**src/rtl/pgw_pkg.sv**
```systemverilog
package pgw_pkg;

  typedef enum logic [1:0] {
    ST_OPEN = 2'd0,
    ST_BUSY = 2'd1,
    ST_GAP  = 2'd2
  } pgw_state_e;

  // A STOP may start a write cycle only with data present,
  // protection never seen and supply good.
  function automatic logic commit_allowed(input logic any_data,
                                          input logic wp_seen,
                                          input logic wp_now,
                                          input logic low_supply);
    return any_data && !wp_seen && !wp_now && !low_supply;
  endfunction

endpackage

```
**src/rtl/pgw_collect.sv**
```systemverilog
module pgw_collect #(
  parameter int ADDR_W     = 13,
  parameter int DATA_W     = 8,
  parameter int PAGE_BYTES = 32,
  localparam int IDX_W     = $clog2(PAGE_BYTES),
  localparam int PG_W      = ADDR_W - IDX_W
) (
  input  logic                         clk,
  input  logic                         rst_n,
  input  logic                         accept,
  input  logic                         txn_start,
  input  logic                         addr_load,
  input  logic [ADDR_W-1:0]            addr_in,
  input  logic                         byte_vld,
  input  logic [DATA_W-1:0]            byte_data,
  input  logic                         stop_seen,
  input  logic                         mask_clr,
  input  logic                         wp,
  output logic [PG_W-1:0]              page_o,
  output logic [PAGE_BYTES-1:0]        mask_o,
  output logic [PAGE_BYTES*DATA_W-1:0] data_o,
  output logic                         wp_seen_o,
  output logic                         byte_take_o
);

  function automatic logic [IDX_W-1:0] next_idx(input logic [IDX_W-1:0] i);
    return i + 1'b1;
  endfunction

  logic              txn_open;
  logic [IDX_W-1:0]  idx_q;
  logic              clr_all;
  logic              take;
  logic              load;

  assign clr_all     = mask_clr || (accept && txn_start);
  assign take        = accept && txn_open && byte_vld && !txn_start;
  assign load        = accept && txn_open && addr_load && !txn_start;
  assign byte_take_o = take;

  always_ff @(posedge clk or negedge rst_n) begin
    if (!rst_n) begin
      txn_open <= 1'b0;
    end else if (accept && txn_start) begin
      txn_open <= 1'b1;
    end else if (accept && stop_seen) begin
      txn_open <= 1'b0;
    end
  end

  always_ff @(posedge clk or negedge rst_n) begin
    if (!rst_n) begin
      wp_seen_o <= 1'b0;
    end else if (accept && txn_start) begin
      wp_seen_o <= wp;
    end else if (accept && txn_open && wp) begin
      wp_seen_o <= 1'b1;
    end
  end

  always_ff @(posedge clk or negedge rst_n) begin
    if (!rst_n) begin
      idx_q  <= '0;
      page_o <= '0;
    end else if (load) begin
      idx_q  <= addr_in[IDX_W-1:0];
      page_o <= addr_in[ADDR_W-1:IDX_W];
    end else if (take) begin
      idx_q  <= next_idx(idx_q);
    end
  end

  for (genvar g = 0; g < PAGE_BYTES; g++) begin : g_entry
    logic hit;
    assign hit = take && (idx_q == IDX_W'(g));

    always_ff @(posedge clk or negedge rst_n) begin
      if (!rst_n) begin
        mask_o[g] <= 1'b0;
      end else if (clr_all) begin
        mask_o[g] <= 1'b0;
      end else if (hit) begin
        mask_o[g] <= 1'b1;
      end
    end

    always_ff @(posedge clk or negedge rst_n) begin
      if (!rst_n) begin
        data_o[g*DATA_W +: DATA_W] <= '0;
      end else if (hit) begin
        data_o[g*DATA_W +: DATA_W] <= byte_data;
      end
    end
  end

endmodule

```
**src/rtl/pgw_timer.sv**
```systemverilog
module pgw_timer #(
  parameter int WCYC  = 625000,
  localparam int CNT_W = $clog2(WCYC + 1)
) (
  input  logic             clk,
  input  logic             rst_n,
  input  logic             start,
  input  logic             active,
  output logic [CNT_W-1:0] cnt_o,
  output logic             expire_o
);

  function automatic logic at_end(input logic [CNT_W-1:0] c);
    return c == CNT_W'(WCYC - 1);
  endfunction

  always_ff @(posedge clk or negedge rst_n) begin
    if (!rst_n) begin
      cnt_o <= '0;
    end else if (start) begin
      cnt_o <= '0;
    end else if (active) begin
      cnt_o <= cnt_o + 1'b1;
    end
  end

  assign expire_o = active && at_end(cnt_o);

endmodule

```
**src/rtl/pgw_drain.sv**
```systemverilog
module pgw_drain #(
  parameter int DATA_W     = 8,
  parameter int PAGE_BYTES = 32,
  parameter int CNT_W      = 20,
  localparam int IDX_W     = $clog2(PAGE_BYTES)
) (
  input  logic                         active,
  input  logic [CNT_W-1:0]             cnt_i,
  input  logic [PAGE_BYTES-1:0]        mask_i,
  input  logic [PAGE_BYTES*DATA_W-1:0] data_i,
  output logic                         we_o,
  output logic [IDX_W-1:0]             idx_o,
  output logic [DATA_W-1:0]            byte_o
);

  function automatic logic in_window(input logic [CNT_W-1:0] c);
    return 32'(c) < PAGE_BYTES;
  endfunction

  assign idx_o  = cnt_i[IDX_W-1:0];
  assign byte_o = data_i[idx_o*DATA_W +: DATA_W];
  assign we_o   = active && in_window(cnt_i) && mask_i[idx_o];

endmodule

```
**src/rtl/pgw_engine.sv**
```systemverilog
module pgw_engine
  import pgw_pkg::*;
#(
  parameter int ADDR_W     = 13,
  parameter int DATA_W     = 8,
  parameter int PAGE_BYTES = 32,
  parameter int WCYC       = 625000,
  localparam int IDX_W     = $clog2(PAGE_BYTES),
  localparam int PG_W      = ADDR_W - IDX_W,
  localparam int CNT_W     = $clog2(WCYC + 1)
) (
  input  logic              clk,
  input  logic              rst_n,
  input  logic              txn_start,
  input  logic              addr_load,
  input  logic [ADDR_W-1:0] addr_in,
  input  logic              byte_vld,
  input  logic [DATA_W-1:0] byte_data,
  input  logic              stop_commit,
  input  logic              wp,
  input  logic              vlow,
  output logic              busy,
  output logic              ram_we,
  output logic [ADDR_W-1:0] ram_addr,
  output logic [DATA_W-1:0] ram_wdata
);

  pgw_state_e                  state_q;
  logic                        accept;
  logic [PG_W-1:0]             page;
  logic [PAGE_BYTES-1:0]       mask;
  logic [PAGE_BYTES*DATA_W-1:0] buf_data;
  logic                        wp_seen;
  logic [CNT_W-1:0]            cnt;
  logic [IDX_W-1:0]            drain_idx;
  logic                        mask_clr;

  // Named events for the checker
  logic ev_stop;
  logic ev_stop_go;
  logic ev_stop_drop;
  logic ev_expire;
  logic ev_byte_take;

  assign accept       = (state_q == ST_OPEN);
  assign ev_stop      = accept && stop_commit;
  assign ev_stop_go   = ev_stop && commit_allowed(|mask, wp_seen, wp, vlow);
  assign ev_stop_drop = ev_stop && !ev_stop_go;
  assign mask_clr     = ev_stop_drop || (state_q == ST_GAP);

  always_ff @(posedge clk or negedge rst_n) begin
    if (!rst_n) begin
      state_q <= ST_OPEN;
    end else begin
      unique case (state_q)
        ST_OPEN: if (ev_stop_go) state_q <= ST_BUSY;
        ST_BUSY: if (ev_expire)  state_q <= ST_GAP;
        ST_GAP:                  state_q <= ST_OPEN;
        default:                 state_q <= ST_OPEN;
      endcase
    end
  end

  assign busy = (state_q == ST_BUSY);

  pgw_collect #(
    .ADDR_W     (ADDR_W),
    .DATA_W     (DATA_W),
    .PAGE_BYTES (PAGE_BYTES)
  ) u_collect (
    .clk         (clk),
    .rst_n       (rst_n),
    .accept      (accept),
    .txn_start   (txn_start),
    .addr_load   (addr_load),
    .addr_in     (addr_in),
    .byte_vld    (byte_vld),
    .byte_data   (byte_data),
    .stop_seen   (stop_commit),
    .mask_clr    (mask_clr),
    .wp          (wp),
    .page_o      (page),
    .mask_o      (mask),
    .data_o      (buf_data),
    .wp_seen_o   (wp_seen),
    .byte_take_o (ev_byte_take)
  );

  pgw_timer #(
    .WCYC (WCYC)
  ) u_timer (
    .clk      (clk),
    .rst_n    (rst_n),
    .start    (ev_stop_go),
    .active   (busy),
    .cnt_o    (cnt),
    .expire_o (ev_expire)
  );

  pgw_drain #(
    .DATA_W     (DATA_W),
    .PAGE_BYTES (PAGE_BYTES),
    .CNT_W      (CNT_W)
  ) u_drain (
    .active (busy),
    .cnt_i  (cnt),
    .mask_i (mask),
    .data_i (buf_data),
    .we_o   (ram_we),
    .idx_o  (drain_idx),
    .byte_o (ram_wdata)
  );

  assign ram_addr = {page, drain_idx};

endmodule

```
**config.mk**
```make
export PLATFORM = sky130hd
export DESIGN_NAME = pgw_engine
export DESIGN_NICKNAME = d
export VERILOG_FILES = /design/src/rtl/pgw_pkg.sv /design/src/rtl/pgw_collect.sv /design/src/rtl/pgw_timer.sv /design/src/rtl/pgw_drain.sv /design/src/rtl/pgw_engine.sv
export SDC_FILE = /design/constraint.sdc
export NUM_CORES = 1
export LEC_CHECK = 0
export CAP_MARGIN = 20
export CORE_AREA = 4 4 181 201
export CTS_CLUSTER_SIZE = 30
export DETAILED_ROUTE_END_ITERATION = 12
export DIE_AREA = 0 0 185 205
export DONT_BUFFER_PORTS = 1
export SYNTH_ARGS = -nofsm -noshare
export SYNTH_HDL_FRONTEND = slang
export SYNTH_SLANG_ARGS = --single-unit
```
**constraint.sdc**
```tcl
create_clock -name clk -period 2.9 [get_ports clk]
set_clock_uncertainty 0.2 [all_clocks]
set_input_delay 0.29 -clock clk [delete_from_list [all_inputs] [get_ports clk]]
set_output_delay 0.29 -clock clk [all_outputs]
set_load 0.02 [all_outputs]
```
# After elaboration in Yosys (flattened, before gate mapping)
# Cells that the tools add are included.
[totals]
elab_cells = 283
regBits = 325
output_inout_bits = 23
[classes]
reduce_logical = 95
magnitude_cmp = 2
n_shift = 1
n_eq_ne = 36
add_sub_neg = 2
mux = 77
[ops]
columns = ["operator", "count"]
rows = [
  ["indexed part select 256 x 9 -> 8 bit", 1],
  ["== test 5 bit (second input constant)", 16],
  ["nonzero test 2 bit", 36],
  ["2-to-1 mux 1 bit", 69],
  ["logical AND 1 bit", 48],
  ["== test 5 x 4 -> 1 bit (second input constant)", 8],
  ["2-to-1 mux 20 bit", 2],
  ["OR reduction 32 bit", 1],
  ["adder 20 x 1 -> 20 bit (second input constant)", 1],
  ["== test 20 bit (second input constant)", 1],
  ["== test 5 x 3 -> 1 bit (second input constant)", 4],
  ["less-than comparator 20 x 6 -> 1 bit (second input constant)", 1],
  ["== test 5 x 2 -> 1 bit (second input constant)", 2],
  ["2-to-1 mux 5 bit", 2],
  ["less-than comparator 5 x 6 -> 1 bit (second input constant)", 1],
  ["adder 5 x 1 -> 5 bit (second input constant)", 1],
  ["binary-select mux 1 bit (select 5 bit)", 1],
  ["== test 5 x 1 -> 1 bit (second input constant)", 1],
  ["logical NOT 1 bit", 5],
  ["logical NOT 5 bit", 1],
  ["2-to-1 mux 2 bit", 2],
  ["inequality test 2 bit (second input constant)", 2],
  ["case mux 2 bit (2 select lines)", 1],
  ["== test 2 x 1 -> 1 bit (second input constant)", 1],
  ["4 further kinds", 5],
]

# Depth between registers and ports, before layout
[depth]
ltp_word = 10
ltp_mapped = 9
ltp_nobuf = 6

# By module
# From an unflattened synthesis, not the netlist that was laid out.
[hier_totals]
cells_unflattened = 1085
area_unflattened_um2 = 15823.9
[modules_own_cells]
columns = ["module", "seq_area_each_um2", "n_inst", "area_per_inst_um2", "cells_per_inst"]
rows = [
  ["pgw_collect", 7582.3, 1, 12109.1, 772],
  ["pgw_drain", 0.0, 1, 2429.8, 174],
  ["pgw_timer", 500.5, 1, 1083.5, 115],
  ["pgw_engine", 50.0, 1, 201.4, 24],
]

# Worst setup path before layout
# No wires, ideal clock.
[synth_timing]
kind = "register -> output"
start = "register u_timer.cnt_o[1]"
end = "output port ram_we"
slack_ps = -112
path_buffers = 3
arrival_ps = 2522
path_stages_with_launch = 8
cell_sequence = "dfrtp_1 -> buf_4 -> buf_4 -> buf_2 -> a211oi_1 -> nor4_1 -> o21ai_0 -> a2111oi_0"
[synth_between]
elab_chain_cells = 3
word_cells_on_any_way = 5
classes_between = "order compare: 1; mux: 2; reduce/logical: 2"
[synth_rtl]
columns = ["element", "line", "source"]
rows = [
  ["start: declaration", "pgw_timer.sv:9", "output logic [CNT_W-1:0] cnt_o,"],
  ["start signal: assignment", "pgw_timer.sv:23", "cnt_o <= cnt_o + 1'b1;"],
  ["less-than comparator 20 x 6 -> 1 bit or binary-select mux 1 bit (select 5 bit) (tied branches)", "pgw_drain.sv:17, pgw_drain.sv:22", ""],
  ["logical AND 1 bit or 2-to-1 mux 1 bit (tied branches)", "pgw_drain.sv:22", "assign we_o = active && in_window(cnt_i) && mask_i[idx_o];"],
  ["logical AND 1 bit (*)", "pgw_drain.sv:22", ""],
  ["end: declaration", "pgw_engine.sv:23", "output logic ram_we,"],
]
# Mark *: on every way between the ends. The rest lies on a longest branch, timed or not. The select of a mux whose other input is x is not followed.

# Worst setup path in the final report
[layout_timing]
start = "register u_timer.cnt_o[0]"
end = "output port ram_wdata[3]"
[layout_between]
elab_chain_cells = 1
[layout_rtl]
columns = ["element", "line", "source"]
rows = [
  ["indexed part select 256 x 9 -> 8 bit", "pgw_drain.sv:21", "assign byte_o = data_i[idx_o*DATA_W +: DATA_W];"],
  ["end: declaration", "pgw_engine.sv:25", "output logic [DATA_W-1:0] ram_wdata"],
]
# No other way between the ends.

==> results by group <==
Yosys
  – Post-synth EDFFs: 0
  – Syn nets: 1131
  – Cells after Synth: 1095
  – Async SR Flop Fraction: 100%
  – Sequential share of the synthesized area: 53.2%
  – Synth Cell Area: 0.0153 mm2
  – YS warnings: 0
  – Synth Register Bits: 325
  – Synth cell types: 48
  – Area share of the largest cell type after synthesis: 53.2%
  – Avg Cell Area, Syn: 14.0 um2
  – Predominant post-synthesis flop cell: dfrtp_1
  – Cell taking the most area after synthesis: dfrtp_1
  – Synth top area cells: dfrtp_1 53%, mux2_2 20%, mux4_2 9.1%

Routing
  – Routed vias/inst: 5.66
  – WL final: 37.1 mm
  – DRT Pass-1 Iters: 4
  – DRC viols: 0
  – Wire per inst: 22.7 um
  – Antenna Nets Post-Route: 0
  – Starting DRT DRC Count: 545
  – Vias: 9271

Die
  – Die span in x: 185 um
  – Core area: 0.0341 mm2
  – I/O pin total: 52
  – Row count: 71
  – Die Y: 205 um
  – Initial core utilization: 44.9%
  – Die Footprint: 0.0379 mm2

Placement
  – I/O Buffers: 0
  – Dpl cells: 1518
  – Post-DP HPWL: 22.4 mm
  – Gpl congestion: 0.824

Layout
  – Commonest non-fill, non-tap cell in the layout: dfrtp_1
  – Syn-to-layout area delta: 18.9%
  – Share of cells above drive strength 1: 44.9%
  – Antenna cell count: 0
  – Most frequent cells in the layout: 322 x dfrtp_1, 266 x mux2_2, 62 x mux4_2, 58 x buf_4, 40 x clkbuf_16
  – Fill cells: 2871
  – Final nets: 1207
  – Final core utilization: 53.3%
  – Finished Layout Cells: 1637

Global route
  – Vias in the first global route: 9790
  – Largest net degree at the start of global routing: 326
  – Remaining Overflow, GRT: 0
  – First-pass GRT wire length: 57.9 mm
  – GRT Overall Usage: 19.7%
  – Initial antenna violation count: 0

Critical path
  – Max incr delay on CP: 0.54 ns
  – Cell at the slowest stage of the critical path: dfrtp_4
  – Worst setup endpoint: ram_wdata[3]
  – Crit path depth: 5
  – Critical path fanouts, max: 15
  – Crit path buf inv count: 1
  – Most used cell, CP: mux4_2
  – Reg2Reg Depth: 8
  – Crit. Startpoint: u_timer.cnt_o[0]
  – Crit path max-delay family: multiplexers
  – Crit path cell chain: buf_16 -> mux4_2 -> mux4_2 -> nand2_1 -> nand2_4
  – Critical Path Start Type: register
  – R2R Path End: state_q[0]
  – Reg-to-reg startpoint: u_timer.cnt_o[1]
  – Worst path required time: 2.41 ns
  – CP Capture Type: output pin
  – Critical path type: register to output pin
  – R2R Setup Slk: 0.07 ns
  – Worst EP arrival: 2.56 ns

STA
  – Final hold vios: 325
  – Final setup fails: 9
  – Slew HR: 17.7%
  – Min Tclk post-route: 3.05 ns
  – RSZ-0062 raised after global routing: true
  – Fmax: 327 MHz
  – Hold Slack: -0.712 ns
  – Fin. max-slew vios: 0
  – PnR worst setup slack: -0.155 ns
  – Setup TNS: -0.946 ns
  – Tightest Pin Transition: 1.23 ns
  – Final period utilization: 105%

Clock network
  – CTS root buffer: clkbuf_16
  – CTS tree: yes
  – Clk sink count: 325
  – CTS Hold Bufs: 28
  – CTS max path bufs: 3
  – Skew-Pair Late Insertion Delay: 0.53 ns
  – Clock Pin Slew Worst Setup and Hold Paths: 0.06 ns
  – H-tree levels: 2
  – CTS buffer count: 37

Power and ir drop
  – PwrDens: 531 mW/mm2
  – Overall power: 9.65 mW
  – Peak supply drop: 0.465 mV
  – Leakage: 8.49 nW

Job
  – Max cap viols: 0

Outcome
  – Failing checks: hold timing, setup timing
  – Status: finished, violations left

Hold path
  – Hold WC Path Type: input pin to asynchronous set/reset pin
sequential cells by signal, summed over array words and instances (netlist names):
signal               flops
u_collect.page_o         8
state_q                  2
u_collect.txn_open       1
u_collect.data_o       256
u_timer.cnt_o           20
u_collect.idx_q          5
u_collect.wp_seen_o      1
u_collect.mask_o        32
kinds of logic after synthesis:
group	Yosys count	synth area share (%)
multiplexers	360	30.8
flip-flops	325	53.2
AO/OA/AOI/OAI	74	3.12
adder cells (fa/ha/maj)	7	0.572
buffers and inverters	82	2.57
AND/OR/NAND/NOR	225	8.49
XOR/XNOR	22	1.26
final cells by class:
type | instances | area [um2] | share of cell area (%)
Inverter | 6 | 22.5 | 0.124
Clock buffer | 54 | 1080 | 5.94
Clock inverter | 13 | 241 | 1.33
Multi-Input combinational cell | 688 | 6920 | 38.0
Timing Repair Buffer | 113 | 1230 | 6.78
Tap cell | 438 | 548 | 3.01
Sequential cell | 325 | 8140 | 44.8
metrics by stage:
stage               setup slack, ns  instance area [um2]
floorplan                     0.127                15300
global placement              0.190                16000
detailed placement            0.112                16000
CTS                          -0.170                17900
global route                 -0.204                18200
finish                       -0.155                18200
cells in the mapped netlist, types with 3 or more instances:
cell type,n
o21ai_0,3
clkbuf_1,44
and3_1,5
mux2_2,268
inv_1,6
nand2_2,5
nand2b_1,5
nand3_2,3
mux4_2,62
nor2b_1,29
nand3_1,21
nor3_1,8
ha_1,7
nand4_1,14
mux2_1,3
buf_2,14
a21oi_1,25
nor4_1,16
a22oi_1,7
nand2_4,4
nor2_2,11
dfrtp_1,325
nor2_1,37
o21a_1,16
a31oi_1,7
a211oi_1,11
or3_1,3
buf_6,4
xnor2_1,14
nand2_1,49
buf_4,10
nor3_4,5
xor2_1,8
buf_1,4
mux2i_1,27
repair_timing:
action / 4_1_cts / 5_1_grt
resized for setup: 26 / 29
gates cloned: 4 / 2
setup buffers: 8 / 3
pin swaps: 8 / 12
endpoints found under the setup margin: 9 / 11
hold endpoints to repair: 598 / 325
worst min path at each step:
stage	start	slack, ns	endpoint
detailed placement	rst_n	-0.19	u_collect.page_o[6]
finish	rst_n	-0.71	u_collect.page_o[5]
global route	rst_n	-0.74	u_collect.page_o[5]
CTS	rst_n	-0.74	u_collect.data_o[12]
floorplan	rst_n	-0.21	state_q[0]
global placement	rst_n	-0.18	u_collect.page_o[6]
per-layer routing:
| metal | part of all wire [%] | vias up | track usage, % |
|---|---|---|---|
| met5 | 0 | - | 0 |
| met4 | 1.9 | 0 | 4.33 |
| met2 | 47 | 191 | 31.6 |
| li1 | - | 4179 | - |
| met3 | 5.2 | 55 | 3.61 |
| met1 | 46 | 4846 | 28.3 |
power by group:
part           switching [mW]  leakage [nW]  internal, mW  total, mW
logic                  0.0613          3.32        0.0430      0.104
registers                   0          4.52          4.54       4.54
clock network            1.88         0.650          3.14       5.01
total                    1.94          8.49          7.72       9.65
Power figures use the tool's default switching activity.
